### src/rtl/vic_pkg.sv
package vic_pkg;
  typedef enum logic [1:0] {
    SEL_MASK = 2'd0,
    SEL_CTRL = 2'd1,
    SEL_PEND = 2'd2,
    SEL_IACK = 2'd3
  } vic_sel_e;
endpackage

### src/rtl/vic_prio.sv
module vic_prio #(
  parameter int N_SRC = 8,
  localparam int SRC_W = $clog2(N_SRC + 1)
) (
  input  logic [N_SRC-1:0] req_i,
  output logic             hit_o,
  output logic [SRC_W-1:0] num_o
);
  always_comb begin
    hit_o = 1'b0;
    num_o = '0;
    for (int i = N_SRC - 1; i >= 0; i--) begin
      if (req_i[i]) begin
        hit_o = 1'b1;
        num_o = SRC_W'(i + 1);
      end
    end
  end
endmodule

### src/rtl/vic_regs.sv
module vic_regs
  import vic_pkg::*;
#(
  parameter int N_SRC  = 8,
  parameter int DATA_W = 32,
  parameter int VEC_W  = 8
) (
  input  logic              clk_i,
  input  logic              rst_ni,
  input  logic [N_SRC-1:0]  irq_i,
  input  logic [VEC_W-1:0]  win_vec_i,
  input  logic              reg_en_i,
  input  logic              reg_we_i,
  input  logic [1:0]        reg_addr_i,
  input  logic [DATA_W-1:0] reg_wdata_i,
  output logic [DATA_W-1:0] reg_rdata_o,
  output logic [N_SRC-1:0]  mask_o,
  output logic              mask_all_o
);
  vic_sel_e sel;
  logic [DATA_W-1:0] rd_mux;

  assign sel = vic_sel_e'(reg_addr_i);

  always_ff @(posedge clk_i or negedge rst_ni) begin
    if (!rst_ni) begin
      mask_o     <= '1;
      mask_all_o <= 1'b1;
    end else if (reg_en_i && reg_we_i) begin
      if (sel == SEL_MASK) mask_o     <= reg_wdata_i[N_SRC-1:0];
      if (sel == SEL_CTRL) mask_all_o <= reg_wdata_i[0];
    end
  end

  always_comb begin
    unique case (sel)
      SEL_MASK: rd_mux = DATA_W'(mask_o);
      SEL_CTRL: rd_mux = DATA_W'(mask_all_o);
      SEL_PEND: rd_mux = DATA_W'(irq_i);
      SEL_IACK: rd_mux = DATA_W'(win_vec_i);
      default:  rd_mux = '0;
    endcase
  end

  always_ff @(posedge clk_i or negedge rst_ni) begin
    if (!rst_ni)                    reg_rdata_o <= '0;
    else if (reg_en_i && !reg_we_i) reg_rdata_o <= rd_mux;
  end
endmodule

### src/rtl/vic_ack.sv
module vic_ack #(
  parameter int VEC_W = 8
) (
  input  logic             clk_i,
  input  logic             rst_ni,
  input  logic             hit_i,
  input  logic [VEC_W-1:0] win_vec_i,
  input  logic             hw_ack_i,
  output logic             ack_vld_o,
  output logic [VEC_W-1:0] ack_vec_o,
  output logic             irq_o,
  output logic [VEC_W-1:0] irq_vec_o
);
  always_ff @(posedge clk_i or negedge rst_ni) begin
    if (!rst_ni) begin
      ack_vld_o <= 1'b0;
      ack_vec_o <= '0;
      irq_o     <= 1'b0;
      irq_vec_o <= '0;
    end else begin
      ack_vld_o <= hw_ack_i;
      if (hw_ack_i) ack_vec_o <= win_vec_i;
      irq_o     <= hit_i;
      irq_vec_o <= win_vec_i;
    end
  end
endmodule

### src/rtl/vic_top.sv
module vic_top #(
  parameter int N_SRC    = 8,
  parameter int DATA_W   = 32,
  parameter int VEC_W    = 8,
  parameter int VEC_BASE = 64,
  parameter int SPUR_VEC = 24
) (
  input  logic              clk_i,
  input  logic              rst_ni,
  input  logic [N_SRC-1:0]  irq_i,
  input  logic              reg_en_i,
  input  logic              reg_we_i,
  input  logic [1:0]        reg_addr_i,
  input  logic [DATA_W-1:0] reg_wdata_i,
  output logic [DATA_W-1:0] reg_rdata_o,
  input  logic              hw_ack_i,
  output logic              ack_vld_o,
  output logic [VEC_W-1:0]  ack_vec_o,
  output logic              irq_o,
  output logic [VEC_W-1:0]  irq_vec_o,
  output logic              wake_o
);
  localparam int SRC_W = $clog2(N_SRC + 1);

  logic [N_SRC-1:0] mask;
  logic             mask_all;
  logic [N_SRC-1:0] elig;
  logic             hit;
  logic [SRC_W-1:0] num;
  logic [VEC_W-1:0] win_vec;

  // eligibility and wake path stay free of registers
  assign elig    = irq_i & ~mask & {N_SRC{~mask_all}};
  assign wake_o  = |elig;
  assign win_vec = hit ? VEC_W'(VEC_BASE) + VEC_W'(num) : VEC_W'(SPUR_VEC);

  vic_prio #(.N_SRC(N_SRC)) u_prio (
    .req_i (elig),
    .hit_o (hit),
    .num_o (num)
  );

  vic_regs #(.N_SRC(N_SRC), .DATA_W(DATA_W), .VEC_W(VEC_W)) u_regs (
    .clk_i       (clk_i),
    .rst_ni      (rst_ni),
    .irq_i       (irq_i),
    .win_vec_i   (win_vec),
    .reg_en_i    (reg_en_i),
    .reg_we_i    (reg_we_i),
    .reg_addr_i  (reg_addr_i),
    .reg_wdata_i (reg_wdata_i),
    .reg_rdata_o (reg_rdata_o),
    .mask_o      (mask),
    .mask_all_o  (mask_all)
  );

  vic_ack #(.VEC_W(VEC_W)) u_ack (
    .clk_i     (clk_i),
    .rst_ni    (rst_ni),
    .hit_i     (hit),
    .win_vec_i (win_vec),
    .hw_ack_i  (hw_ack_i),
    .ack_vld_o (ack_vld_o),
    .ack_vec_o (ack_vec_o),
    .irq_o     (irq_o),
    .irq_vec_o (irq_vec_o)
  );
endmodule

### config.mk
export PLATFORM = sky130hd
export DESIGN_NAME = vic_top
export DESIGN_NICKNAME = d
export VERILOG_FILES = /design/src/rtl/vic_pkg.sv /design/src/rtl/vic_prio.sv /design/src/rtl/vic_regs.sv /design/src/rtl/vic_ack.sv /design/src/rtl/vic_top.sv
export SDC_FILE = /design/constraint.sdc
export NUM_CORES = 1
export LEC_CHECK = 0
export ABC_AREA = 1
export BUFFER_PORTS_ARGS = -buffer_cell sky130_fd_sc_hd__buf_2
export CAP_MARGIN = 20
export CORE_ASPECT_RATIO = 0.9
export CORE_MARGIN = 1
export CORE_UTILIZATION = 36
export CTS_BUF_LIST = sky130_fd_sc_hd__clkbuf_8
export DETAILED_ROUTE_END_ITERATION = 7
export GPL_TIMING_DRIVEN = 0
export PLACE_DENSITY_LB_ADDON = 0.2
export SYNTH_ARGS = -nofsm -noshare
export SYNTH_HDL_FRONTEND = slang
export SYNTH_SLANG_ARGS = --single-unit
export TNS_END_PERCENT = 30
### constraint.sdc
create_clock -name clk_i -period 2.65 [get_ports clk_i]
set_input_delay 0.265 -clock clk_i [delete_from_list [all_inputs] [get_ports clk_i]]
set_output_delay 0.265 -clock clk_i [all_outputs]
set_load 0.05 [all_outputs]
Yosys cells after proc, flatten, opt, wreduce, memory -nomap -nowiden
Index checks and enable logic that the tools add are counted.
Word-level totals
  latch bits: 0
  memories kept: 0
  ROM bits: 0
  register bits: 59
  bits in writable memories: 0
  input bits: 47
  output and inout port bits: 51
Operators by class
  shifts and indexed selects: 0
  $mul: 0
  eq/ne operators: 3
  reduce and logical (&&, ||, !) cells: 7
  bitwise gates (word level): 4
  add/sub/neg operators: 1
  muxes and demuxes: 18
  magnitude comparators: 0
  div/mod/pow operators: 0
Operators with widths (number)
  one-hot mux 32 bit (4 select lines): 1
  2-to-1 mux 4 bit: 8
  AND 8 bit: 2
  adder 7 x 4 -> 8 bit, first input constant: 1
  2-to-1 mux 1 bit: 8
  2-to-1 mux 8 bit: 1
  inverter 8 bit: 1
  OR reduction 8 bit: 1
  equality test 2 bit, second input constant: 2
  AND reduction 2 bit: 2
  equality test 2 x 1 -> 1 bit, second input constant: 1
  logical AND 1 bit: 2
  zero test 2 bit: 1
  zero test 1 bit: 1
  inverter 1 bit: 1

Longest topological paths before layout
  depth after elaboration: 14
  depth in mapped cells: 12
  depth with buffers taken out: 12

Hierarchy
From an unflattened synthesis, not the netlist that was laid out.
Second synthesis, totals
  cells, all modules: 247
  area, all modules: 1881.8 µm²
Modules (own cells, without submodules)
  vic_regs: cells each 140, sequential area each 436.7 µm², times used 1, area each 1061.0 µm²
  vic_ack: cells each 44, sequential area each 450.4 µm², times used 1, area each 555.5 µm²
  vic_top: cells each 41, sequential area each 0.0 µm², times used 1, area each 163.9 µm²
  vic_prio: cells each 22, sequential area each 0.0 µm², times used 1, area each 101.3 µm²

Least setup slack after synthesis
No wires, ideal clock.
  kind: register -> output
  start point: register u_regs.mask_all_o
  end point: output wake_o
  required time: 2.385 ns
  setup slack: 1.040 ns
  path buffers: 0
  arrival: 1.345 ns
  cell stages (with the launch flop): 8
  cells stage by stage: dfstp_2 > inv_2 > nand3_1 > nand2_1 > nor2_2 > inv_2 > nor3_4 > inv_1
Between the ends
  longest elaborated chain between the ends: 3
Ends and longest elaborated chain
  start, declared: line vic_regs.sv:18  | output logic mask_all_o
  start signal, assigned: line vic_regs.sv:31  | if (sel == SEL_CTRL) mask_all_o <= reg_wdata_i[0];
  inverter 1 bit: line vic_top.sv:33  | assign elig = irq_i & ~mask & {N_SRC{~mask_all}};
  AND 8 bit: line vic_top.sv:33
  OR reduction 8 bit: line vic_top.sv:34  | assign wake_o = |elig;
  end, declared: line vic_top.sv:21  | output logic wake_o
Every way passes these cells.

Worst setup path in the final report
Ends and elaborated chain as after synthesis.

==> results_dict.tcl <==
set metrics [dict create \
    status "finished with violations" \
    violations "DRC, hold timing" \
    grt_max_degree 31 \
    area.sequential_sq_um 762 \
    antenna_left 0 \
    criticalPathCategory "flip-flop to primary output" \
    cap_violations 0 \
    initial_utilization 0.378 \
    cts_tree "yes" \
    port-buffer-count 45 \
    final_cell_mix "45 x buf_2, 41 x nand2_1, 29 x buf_4" \
    finalCritPeriodShare 0.770 \
    drc 5 \
    numCtsBuffers 5 \
    routed_via_density 4.17 \
    nFillCells 408 \
    dr.pass1.iters 8 \
    globalplace.congestion 0.876 \
    leakagePower_nw 1.16 \
    period_minus_slack_ns 2.04 \
    cellPowerDensity_nw_per_um2 815 \
    avgSynthCellArea_sq_um 8.52 \
    row_count 22 \
    gr-usage-all-layers 0.148 \
    clock_sinks 30 \
    drive_gt1_frac 0.387 \
    layout_commonest_cell "buf_2" \
    synth_warnings 0 \
    boundaryPins 98 \
    final_area_sq_um 2020 \
    finalNetCount 308 \
    clkSlewWorstSetupHoldPaths_ns 0.06 \
    mappedNetlistArea_sq_um 1550 \
    vias 1287 \
    ys_seq_area_frac 0.491 \
    area_growth_pct 30.0 \
    ctsLongestPathBuffers 2 \
    synth.distinct_cells 22 \
    slew_headroom 0.581 \
    ctsResizeCount 0 \
    grt_pass1_vias 1137 \
    worstMarginPinSlew_ns 0.629 \
    finalHoldViolCount 2 \
    placed_area_sq_um 1940 \
    power_w 0.00164 \
    worst_hold_slack_ns -0.00140 \
    worstPathArrival_ns 1.78 \
    drtIter0Drc 63 \
    path_max_fanout 9 \
    worstPathRequired_ns 2.38 \
    peakVddDrop_uv 357 \
    slowest_stage "dfstp_2" \
    syn_inst 182 \
    cts_setup_buffers 0 \
    die_w_um 71.2 \
    grt.overflow.total 0 \
    fmax_mhz 490 \
    endpoint_kind "primary output" \
    coreArea_sq_um 4100 \
    wl_um 3040 \
    antenna_cells 0 \
    hold_class "input port to asynchronous set/reset pin" \
    synth_seq_cells 30 \
    worstReg2RegEnd "u_ack.ack_vec_o[4]" \
    crit_path_start_kind "flip-flop" \
    grt_first_pass_wirelength_um 5150 \
    place_ws_ns 0.907 \
    setup_viol 0 \
    antenna_found_initial 0 \
    maxSlewViolCount 0 \
    fin_skew_ns 0.00497 \
    finalSetupTns_ns 0 \
    r2r_setup_slack_ns 1.10 \
    die_area_sq_um 4580 \
    setup_slack_ns 0.610 \
    worstSkewPairLatency_ns 0.28 \
    rsz0062_at_grt "false" \
    r2r_cells 9 \
    dp_hpwl_um 2390 \
    place_inst 302 \
    final_cells 309 \
    ctsHtreeMaxLevel 2 \
    dieHeight_um 64.3 \
    cp_common_cell "inv_2" \
    wl_per_cell_um 9.83 \
    r2r-start "u_regs.mask_all_o" \
    crit_path_max_incr_delay_ns 0.56 \
    root_buffer "clkbuf_8" \
    path_cells "inv_2 -> nand3_1 -> nand2_1 -> nor2_2 -> inv_2 -> nor3_4 -> inv_1 -> buf_2" \
    multi_input_area_sq_um 594 \
    cts-hold-fix-buffers 0 \
]
[cells by family after synthesis]
logic type | after synthesis | synth area share
mux | 2 | 0.0145
simple gates | 73 | 0.202
compound gates | 26 | 0.0984
buf+inv | 50 | 0.191
flops | 30 | 0.491
other cells | 1 | 0.00242
[per-stage QoR]
| stage | hold slack, ns | util |
|---|---|---|
| floorplan | -0.0306 | - |
| global placement | 0.327 | 0.473 |
| detailed placement | 0.324 | 0.473 |
| CTS | 0.0181 | 0.492 |
| global route | 0.0651 | 0.492 |
| finish | -0.00140 | 0.492 |
[critical path: cells and delay by family (launching register included)]
kind	cells	cell delay, ns
simple gates	4	0.54
buf+inv	4	0.41
flops	1	0.56
[power breakdown]
part | switching (W) | total [W] | leakage, nW | internal (W)
Sequential | 0.0000422 | 0.000613 | 0.346 | 0.000571
Combinational | 0.000532 | 0.000695 | 0.766 | 0.000164
Clock | 0.000161 | 0.000336 | 0.0438 | 0.000176
[layer usage]
metal / up-vias / share of wire / global-route usage
met5: - / 0 / 0
met4: 0 / 0.016 / 0.0600
met3: 6 / 0.079 / 0.0489
met2: 52 / 0.42 / 0.220
met1: 549 / 0.49 / 0.197
li1: 680 / - / -
[sequential cells by signal, indices dropped and copies added, names as in the netlist]
name                cells
u_ack.irq_vec_o         6
u_regs.reg_rdata_o      8
u_regs.mask_all_o       1
u_ack.ack_vld_o         1
u_regs.mask_o           8
u_ack.ack_vec_o         6
[synthesized netlist by cell type (all sizes together)]
cell	instances	area share
conb	1	0.0024
o21a	1	0.0048
nand2	42	0.10
mux2	2	0.015
a221oi	5	0.028
a21oi	15	0.048
dfstp	9	0.15
clkbuf	1	0.0024
nand3	9	0.032
buf	29	0.14
o21ai	4	0.013
nor3	2	0.014
a31oi	1	0.0040
dfrtp	21	0.34
inv	19	0.046
nor2	20	0.053
clkinv	1	0.0024
[cell type report]
| class | instances | area share |
|---|---|---|
| plain buffers | 30 | 0.110 |
| clock buffers | 5 | 0.0341 |
| clock inverters | 2 | 0.00496 |
| inverters | 20 | 0.0372 |
| multi-input cells | 129 | 0.295 |
| flip-flops and latches | 30 | 0.378 |
| well taps | 48 | 0.0298 |
| repair buffers | 45 | 0.112 |
[worst max path at each step]
| stage | start | end | slack [ns] | cells past startpoint |
|---|---|---|---|---|
| after floorplan | u_regs.mask_all_o | wake_o | 1.04 | 7 |
| after global placement | u_regs.mask_all_o | wake_o | 0.91 | 8 |
| after detailed placement | u_regs.mask_all_o | wake_o | 0.91 | 8 |
| after CTS | u_regs.mask_all_o | wake_o | 0.60 | 8 |
| after global routing | u_regs.mask_all_o | wake_o | 0.45 | 8 |
| final | u_regs.mask_all_o | wake_o | 0.61 | 8 |
Note: power is estimated with default switching activity, not from simulation.
